$ cat src/rtl/cmc_pkg.sv
package cmc_pkg;
  typedef enum logic [2:0] {
    KIND_HIT        = 3'd0,
    KIND_COMPULSORY = 3'd1,
    KIND_CONFLICT   = 3'd2,
    KIND_CAPACITY   = 3'd3,
    KIND_COHERENCE  = 3'd4
  } kind_e;
endpackage

$ cat src/rtl/cmc_core_cache.sv
module cmc_core_cache #(
  parameter int BLK_W = 5,
  parameter int IDX_W = 3
) (
  input  logic             clk_i,
  input  logic             rst_ni,
  input  logic             req_i,
  input  logic             snoop_inv_i,
  input  logic [BLK_W-1:0] blk_i,
  output logic             hit_o,
  output logic             seen_o,
  output logic             coh_o
);
  localparam int ROWS     = 1 << IDX_W;
  localparam int TAG_W    = BLK_W - IDX_W;
  localparam int NUM_BLKS = 1 << BLK_W;

  logic [ROWS-1:0]     valid_q;
  logic [ROWS-1:0]     inv_q;
  logic [TAG_W-1:0]    tag_q [ROWS];
  logic [NUM_BLKS-1:0] seen_q;

  logic [IDX_W-1:0] idx;
  logic [TAG_W-1:0] tag;
  logic             tag_match;

  assign idx       = blk_i[IDX_W-1:0];
  assign tag       = blk_i[BLK_W-1:IDX_W];
  assign tag_match = (tag_q[idx] == tag);
  assign hit_o     = valid_q[idx] & tag_match;
  assign seen_o    = seen_q[blk_i];
  // invalidated line keeps its tag so a later miss can be traced to the snoop
  assign coh_o     = inv_q[idx] & ~valid_q[idx] & tag_match;

  always_ff @(posedge clk_i or negedge rst_ni) begin
    if (!rst_ni) begin
      valid_q <= '0;
      inv_q   <= '0;
      seen_q  <= '0;
      for (int i = 0; i < ROWS; i++) tag_q[i] <= '0;
    end else if (req_i) begin
      valid_q[idx]  <= 1'b1;
      inv_q[idx]    <= 1'b0;
      tag_q[idx]    <= tag;
      seen_q[blk_i] <= 1'b1;
    end else if (snoop_inv_i && hit_o) begin
      valid_q[idx] <= 1'b0;
      inv_q[idx]   <= 1'b1;
    end
  end

  AST_SNOOP_DROPS_LINE: assert property (@(posedge clk_i) disable iff (!rst_ni)
    (snoop_inv_i && !req_i && hit_o) |=> (!valid_q[$past(idx)] && inv_q[$past(idx)]));

  AST_FILL_MARKS_SEEN: assert property (@(posedge clk_i) disable iff (!rst_ni)
    req_i |=> (seen_q[$past(blk_i)] && valid_q[$past(idx)] && !inv_q[$past(idx)]));
endmodule

$ cat src/rtl/cmc_shadow_dir.sv
module cmc_shadow_dir #(
  parameter int BLK_W = 5,
  parameter int DEPTH = 8
) (
  input  logic             clk_i,
  input  logic             rst_ni,
  input  logic             req_i,
  input  logic [BLK_W-1:0] blk_i,
  output logic             present_o
);
  // entry 0 is most recently used; entries shift down toward the LRU end
  logic [BLK_W-1:0] ent_q [DEPTH];
  logic [DEPTH-1:0] ent_v_q;
  logic [DEPTH-1:0] match;
  logic [DEPTH-1:0] shift_en;

  for (genvar g = 0; g < DEPTH; g++) begin : g_match
    assign match[g] = ent_v_q[g] && (ent_q[g] == blk_i);
  end

  always_comb begin
    for (int i = 0; i < DEPTH; i++)
      shift_en[i] = ~|(match & ((DEPTH'(1) << i) - DEPTH'(1)));
  end

  assign present_o = |match;

  always_ff @(posedge clk_i or negedge rst_ni) begin
    if (!rst_ni) begin
      ent_v_q <= '0;
      for (int i = 0; i < DEPTH; i++) ent_q[i] <= '0;
    end else if (req_i) begin
      ent_q[0]   <= blk_i;
      ent_v_q[0] <= 1'b1;
      for (int i = 1; i < DEPTH; i++) begin
        if (shift_en[i]) begin
          ent_q[i]   <= ent_q[i-1];
          ent_v_q[i] <= ent_v_q[i-1];
        end
      end
    end
  end

  AST_SHADOW_UNIQUE: assert property (@(posedge clk_i) disable iff (!rst_ni)
    $onehot0(match));

  AST_SHADOW_MRU: assert property (@(posedge clk_i) disable iff (!rst_ni)
    req_i |=> (ent_v_q[0] && ent_q[0] == $past(blk_i)));
endmodule

$ cat src/rtl/cmc_classify.sv
module cmc_classify
  import cmc_pkg::*;
(
  input  logic  hit_i,
  input  logic  seen_i,
  input  logic  coh_i,
  input  logic  shadow_i,
  output kind_e kind_o
);
  always_comb begin
    if (hit_i)        kind_o = KIND_HIT;
    else if (!seen_i) kind_o = KIND_COMPULSORY;
    else if (coh_i)   kind_o = KIND_COHERENCE;
    else if (shadow_i) kind_o = KIND_CONFLICT;
    else              kind_o = KIND_CAPACITY;
  end
endmodule

$ cat src/rtl/coh_miss_classifier.sv
module coh_miss_classifier
  import cmc_pkg::*;
#(
  parameter int ADDR_W       = 8,
  parameter int OFF_W        = 3,
  parameter int ROWS         = 8,
  parameter int SHADOW_DEPTH = 8
) (
  input  logic              clk_i,
  input  logic              rst_ni,
  input  logic              req_valid_i,
  input  logic              req_core_i,
  input  logic              req_store_i,
  input  logic [ADDR_W-1:0] req_addr_i,
  output logic              res_valid_o,
  output logic              res_core_o,
  output logic [2:0]        res_kind_o
);
  localparam int NUM_CORES = 2;
  localparam int IDX_W     = $clog2(ROWS);
  localparam int BLK_W     = ADDR_W - OFF_W;

  logic [BLK_W-1:0]     blk;
  logic [NUM_CORES-1:0] hit_w, seen_w, coh_w, shadow_w;
  logic                 sel_hit, sel_seen, sel_coh, sel_shadow;
  kind_e                kind;

  logic       res_valid_q, res_core_q, armed_q;
  logic [2:0] res_kind_q;

  assign blk = req_addr_i[ADDR_W-1:OFF_W];

  for (genvar c = 0; c < NUM_CORES; c++) begin : g_core
    logic own_req, snoop_inv;
    assign own_req   = req_valid_i && (req_core_i == 1'(c));
    assign snoop_inv = req_valid_i && req_store_i && (req_core_i != 1'(c));

    cmc_core_cache #(.BLK_W(BLK_W), .IDX_W(IDX_W)) u_cache (
      .clk_i      (clk_i),
      .rst_ni     (rst_ni),
      .req_i      (own_req),
      .snoop_inv_i(snoop_inv),
      .blk_i      (blk),
      .hit_o      (hit_w[c]),
      .seen_o     (seen_w[c]),
      .coh_o      (coh_w[c])
    );

    cmc_shadow_dir #(.BLK_W(BLK_W), .DEPTH(SHADOW_DEPTH)) u_shadow (
      .clk_i    (clk_i),
      .rst_ni   (rst_ni),
      .req_i    (own_req),
      .blk_i    (blk),
      .present_o(shadow_w[c])
    );
  end

  assign sel_hit    = hit_w[req_core_i];
  assign sel_seen   = seen_w[req_core_i];
  assign sel_coh    = coh_w[req_core_i];
  assign sel_shadow = shadow_w[req_core_i];

  cmc_classify u_classify (
    .hit_i   (sel_hit),
    .seen_i  (sel_seen),
    .coh_i   (sel_coh),
    .shadow_i(sel_shadow),
    .kind_o  (kind)
  );

  always_ff @(posedge clk_i or negedge rst_ni) begin
    if (!rst_ni) begin
      res_valid_q <= 1'b0;
      res_core_q  <= 1'b0;
      res_kind_q  <= 3'd0;
      armed_q     <= 1'b0;
    end else begin
      armed_q     <= 1'b1;
      res_valid_q <= req_valid_i;
      if (req_valid_i) begin
        res_core_q <= req_core_i;
        res_kind_q <= kind;
      end
    end
  end

  assign res_valid_o = res_valid_q;
  assign res_core_o  = res_core_q;
  assign res_kind_o  = res_kind_q;

  AST_ONE_CYCLE: assert property (@(posedge clk_i) disable iff (!rst_ni)
    armed_q |-> (res_valid_o == $past(req_valid_i)));

  AST_KIND_LEGAL: assert property (@(posedge clk_i) disable iff (!rst_ni)
    res_valid_o |-> (res_kind_o <= 3'd4));

  AST_REPEAT_HITS: assert property (@(posedge clk_i) disable iff (!rst_ni)
    (armed_q && req_valid_i && $past(req_valid_i) && req_core_i == $past(req_core_i)
     && blk == $past(blk)) |=> (res_kind_o == 3'd0));

  AST_HIT_NOT_COH: assert property (@(posedge clk_i) disable iff (!rst_ni)
    req_valid_i |-> !(sel_hit && sel_coh));
endmodule

$ cat config.mk
export PLATFORM = sky130hd
export DESIGN_NAME = coh_miss_classifier
export DESIGN_NICKNAME = d
export VERILOG_FILES = /design/src/rtl/cmc_pkg.sv /design/src/rtl/cmc_core_cache.sv /design/src/rtl/cmc_shadow_dir.sv /design/src/rtl/cmc_classify.sv /design/src/rtl/coh_miss_classifier.sv
export SDC_FILE = /design/constraint.sdc
export NUM_CORES = 1
export LEC_CHECK = 0
export ABC_AREA = 1
export BUFFER_PORTS_ARGS = -buffer_cell sky130_fd_sc_hd__buf_4
export CORE_MARGIN = 5
export CORE_UTILIZATION = 54
export DETAILED_ROUTE_END_ITERATION = 8
export PLACE_DENSITY = 0.67
export SETUP_SLACK_MARGIN = 0.15
export SYNTH_ARGS = -nofsm -noshare
export SYNTH_HDL_FRONTEND = slang
export SYNTH_SLANG_ARGS = --single-unit
$ cat constraint.sdc
create_clock -name clk_i -period 4.3 [get_ports clk_i]
set_input_delay 0.215 -clock clk_i [delete_from_list [all_inputs] [get_ports clk_i]]
set_output_delay 0.215 -clock clk_i [all_outputs]
set_load 0.02 [all_outputs]
==> flow_summary.json <==
{
  "timing.max_cap.violations": 0,
  "synth_async_sr_flop_share": 1.00,
  "ant_nets": 0,
  "worst-slew-pin-transition_ns": 0.944,
  "comb_power_share": 0.179,
  "worst_setup_path_end_kind": "flip-flop",
  "first_global_vias": 9445,
  "regToRegSetupSlack_ns": 2.34,
  "r2r_cells": 10,
  "number_of_enable_flip_flop_cells_after_synthesis": 0,
  "gp_routability_congestion": 0.875,
  "cp.required_ns": 4.72,
  "cts_sinks": 229,
  "rr_endpoint": "g_core[1].u_shadow.ent_q[7]",
  "synthCells": 1551,
  "drc": 0,
  "detail_route.first_pass.iterations": 5,
  "diode_insertion_count_for_antenna_repair": 0,
  "vdd_ir_drop_max_v": 0.000259,
  "drtIter0Drc": 731,
  "cp-startpoint": "req_addr_i[3]",
  "post_cts.repair.setup_buffers": 0,
  "layout.nets": 1553,
  "area_growth_pct": 9.70,
  "wl_met1_mm": 13.9,
  "cts_buffer_depth": 3,
  "die_w_um": 156,
  "syn_avg_cell_area_um2": 7.41,
  "ys_warns": 0,
  "seq_power_share": 0.452,
  "grt_first_pass_wirelength_mm": 49.5,
  "cts_max_level": 1,
  "seqCellArea_mm2": 0.00573,
  "commonest_cells_after_routing_fill_and_taps_aside": "606 x nand2_1, 229 x dfrtp_1, 148 x o21ai_0",
  "relSlewSlack": 0.370,
  "r2r-start": "g_core[1].u_shadow.ent_q[36]",
  "starting_density_of_the_core": 0.547,
  "routed_wl_mm": 29.6,
  "crit_path_arrival_time_ns": 2.90,
  "synth_cell_types": 34,
  "num_rows": 53,
  "postSynthNetCount": 1564,
  "netlist_top_cells_area": "dfrtp_1 50%, nand2_1 20%, o21ai_0 6.4%",
  "num_vias": 9797,
  "run_status": "completed",
  "netlist_area_mm2": 0.0115,
  "yosysTopAreaCell": "dfrtp_1",
  "largest_net_degree_at_the_start_of_global_routing": 121,
  "wl_per_cell_um": 16.1,
  "clock_tree.root_cell": "clkbuf_16",
  "routed.top_layer": "met4",
  "multiInputGateArea_mm2": 0.00477,
  "critical_path.max_fanout": 31,
  "skew_ns": 0.00816,
  "type_of_the_worst_setup_path": "input port to flip-flop",
  "initial_antenna_violation_count": 0,
  "layout-drive-gt1-share": 0.0667,
  "synth.top_cell.area_share": 0.499,
  "power.switching_fraction": 0.301,
  "finalWorstPathRequiredPeriod_ns": 2.48,
  "whs_path_depth": 3,
  "worst_setup_hold_path_clk_slew_ns": 0.06,
  "groute.usage.overall": 0.251,
  "synth_ff_type": "dfrtp_1",
  "tritoncts_clock_tree": "yes",
  "setup_total_negative_slack_ns": 0,
  "internal_power_w": 0.00444,
  "design.core.area_mm2": 0.0210,
  "route.met3.wl_mm": 1.74,
  "fmaxAchievable_mhz": 404,
  "cts_made_buffers": 26,
  "final_critical_path_setup_slack_ns": 1.82,
  "final-setup-viol-count": 0,
  "pre_cts_setup_slack_ns": 1.34,
  "fin_crit_sh": 0.576,
  "via_density_per_instance": 5.34,
  "clock_share_of_power": 0.368,
  "p_leak_nw": 6.52,
  "dpl_hpwl_mm": 18.3,
  "num_io_pins": 18,
  "final_common_cell": "nand2_1",
  "number_of_storage_elements_in_the_synthesis_netlist": 229,
  "worst_hold_path_type": "input port to flip-flop",
  "design.die.area_mm2": 0.0243,
  "die_height_um": 156,
  "met2_routed_wl_mm": 13.2,
  "clock_latency_at_the_later_pin_of_the_worst_skew_pair_ns": 0.53,
  "globalRouteOverflowTotal": 0,
  "power.density_cell_area_mw_per_mm2": 504,
  "timing.final.hold_violations": 0,
  "timing.critical_path.from_type": "input port",
  "rsz0062_at_grt": "no",
  "buffer_ports.inserted": 14,
  "ys_seq_area_frac": 0.499,
  "net-switching-power_w": 0.00191,
  "num-fill-cells": 1883,
  "timing_max_transition_violations_final": 0
}
## Yosys cell counts (all sizes together) (2+ instances only)
master,count
buf,52
o21ai,193
nand4,4
inv,155
dfrtp,229
o21bai,11
nand2,614
nor2,136
nor3,7
nand3,80
o22ai,11
xor2,11
a21oi,24
clkbuf,17
nand3b,2
## routing by layer
layer / up-vias / track usage
met5: - / 0
met4: 0 / 0.0638
met3: 62 / 0.0366
met2: 280 / 0.395
met1: 4624 / 0.369
li1: 4831 / -
## worst min-delay path by stage
stage | startpoint | endpoint
2_1_floorplan | rst_ni | asynchronous set/reset pin
3_3_place_gp | req_valid_i | res_valid_o
3_5_place_dp | req_valid_i | res_valid_o
4_1_cts | req_addr_i[3] | g_core[0].u_shadow.ent_q[35]
5_1_grt | req_addr_i[6] | g_core[0].u_cache.seen_q[20]
6_report | req_addr_i[3] | g_core[0].u_shadow.ent_q[35]
## through the flow
step,power [W],area (um2),std cells,hold WS [ns],utilization
global placement,0.00400,11700,1785,0.352,0.555
finish,0.00635,12600,1834,0.173,0.600
floorplan,0.00371,11500,1551,-0.0806,-
CTS,0.00638,12600,1834,0.164,0.600
global route,0.00671,12600,1834,0.200,0.600
detailed placement,0.00404,11700,1785,0.357,0.555
## layout make-up
type / count / share of cell area
Tap cell: 275 / 0.0273
Clock buffer: 41 / 0.0665
Timing Repair Buffer: 30 / 0.0208
Clock inverter: 6 / 0.00655
Multi-Input combinational cell: 1097 / 0.378
Inverter: 156 / 0.0464
Sequential cell: 229 / 0.454
## power by group through the flow
stage / logic (W) / clock network (W) / registers, W
3_3_place_gp: 0.00111 / 0 / 0.00289
2_1_floorplan: 0.000876 / 0 / 0.00283
3_5_place_dp: 0.00114 / 0 / 0.00290
6_report: 0.00114 / 0.00234 / 0.00287
4_1_cts: 0.00115 / 0.00237 / 0.00287
5_1_grt: 0.00133 / 0.00245 / 0.00293
## kinds of logic (layout without fill, tap and decap cells)
group	after synthesis	count (layout)	share of synthesized area
simple gates	844	844	0.294
compound gates	242	242	0.112
xor+xnor	11	11	0.00838
flops	229	229	0.499
buf+inv	225	233	0.0869
## critical path: stages
cell and delay (ns):
buf_4 0.25, inv_2 0.56, buf_4 0.51, nand3_1 0.12, nand2_1 0.09, inv_1 0.04
nand3_1 0.17, nand3_1 0.10, nand2_1 0.12, nand4_1 0.11, nand2_2 0.25, nand2_1 0.15
nand2_1 0.10, nand2_1 0.05
## repair_timing
| item | in CTS | in global routing |
|---|---|---|
| hold endpoints to repair | 119 | 0 |
| resized for setup | 0 | 0 |
| hold buffers | 2 | 0 |
Note: power is estimated with default switching activity, not from simulation.
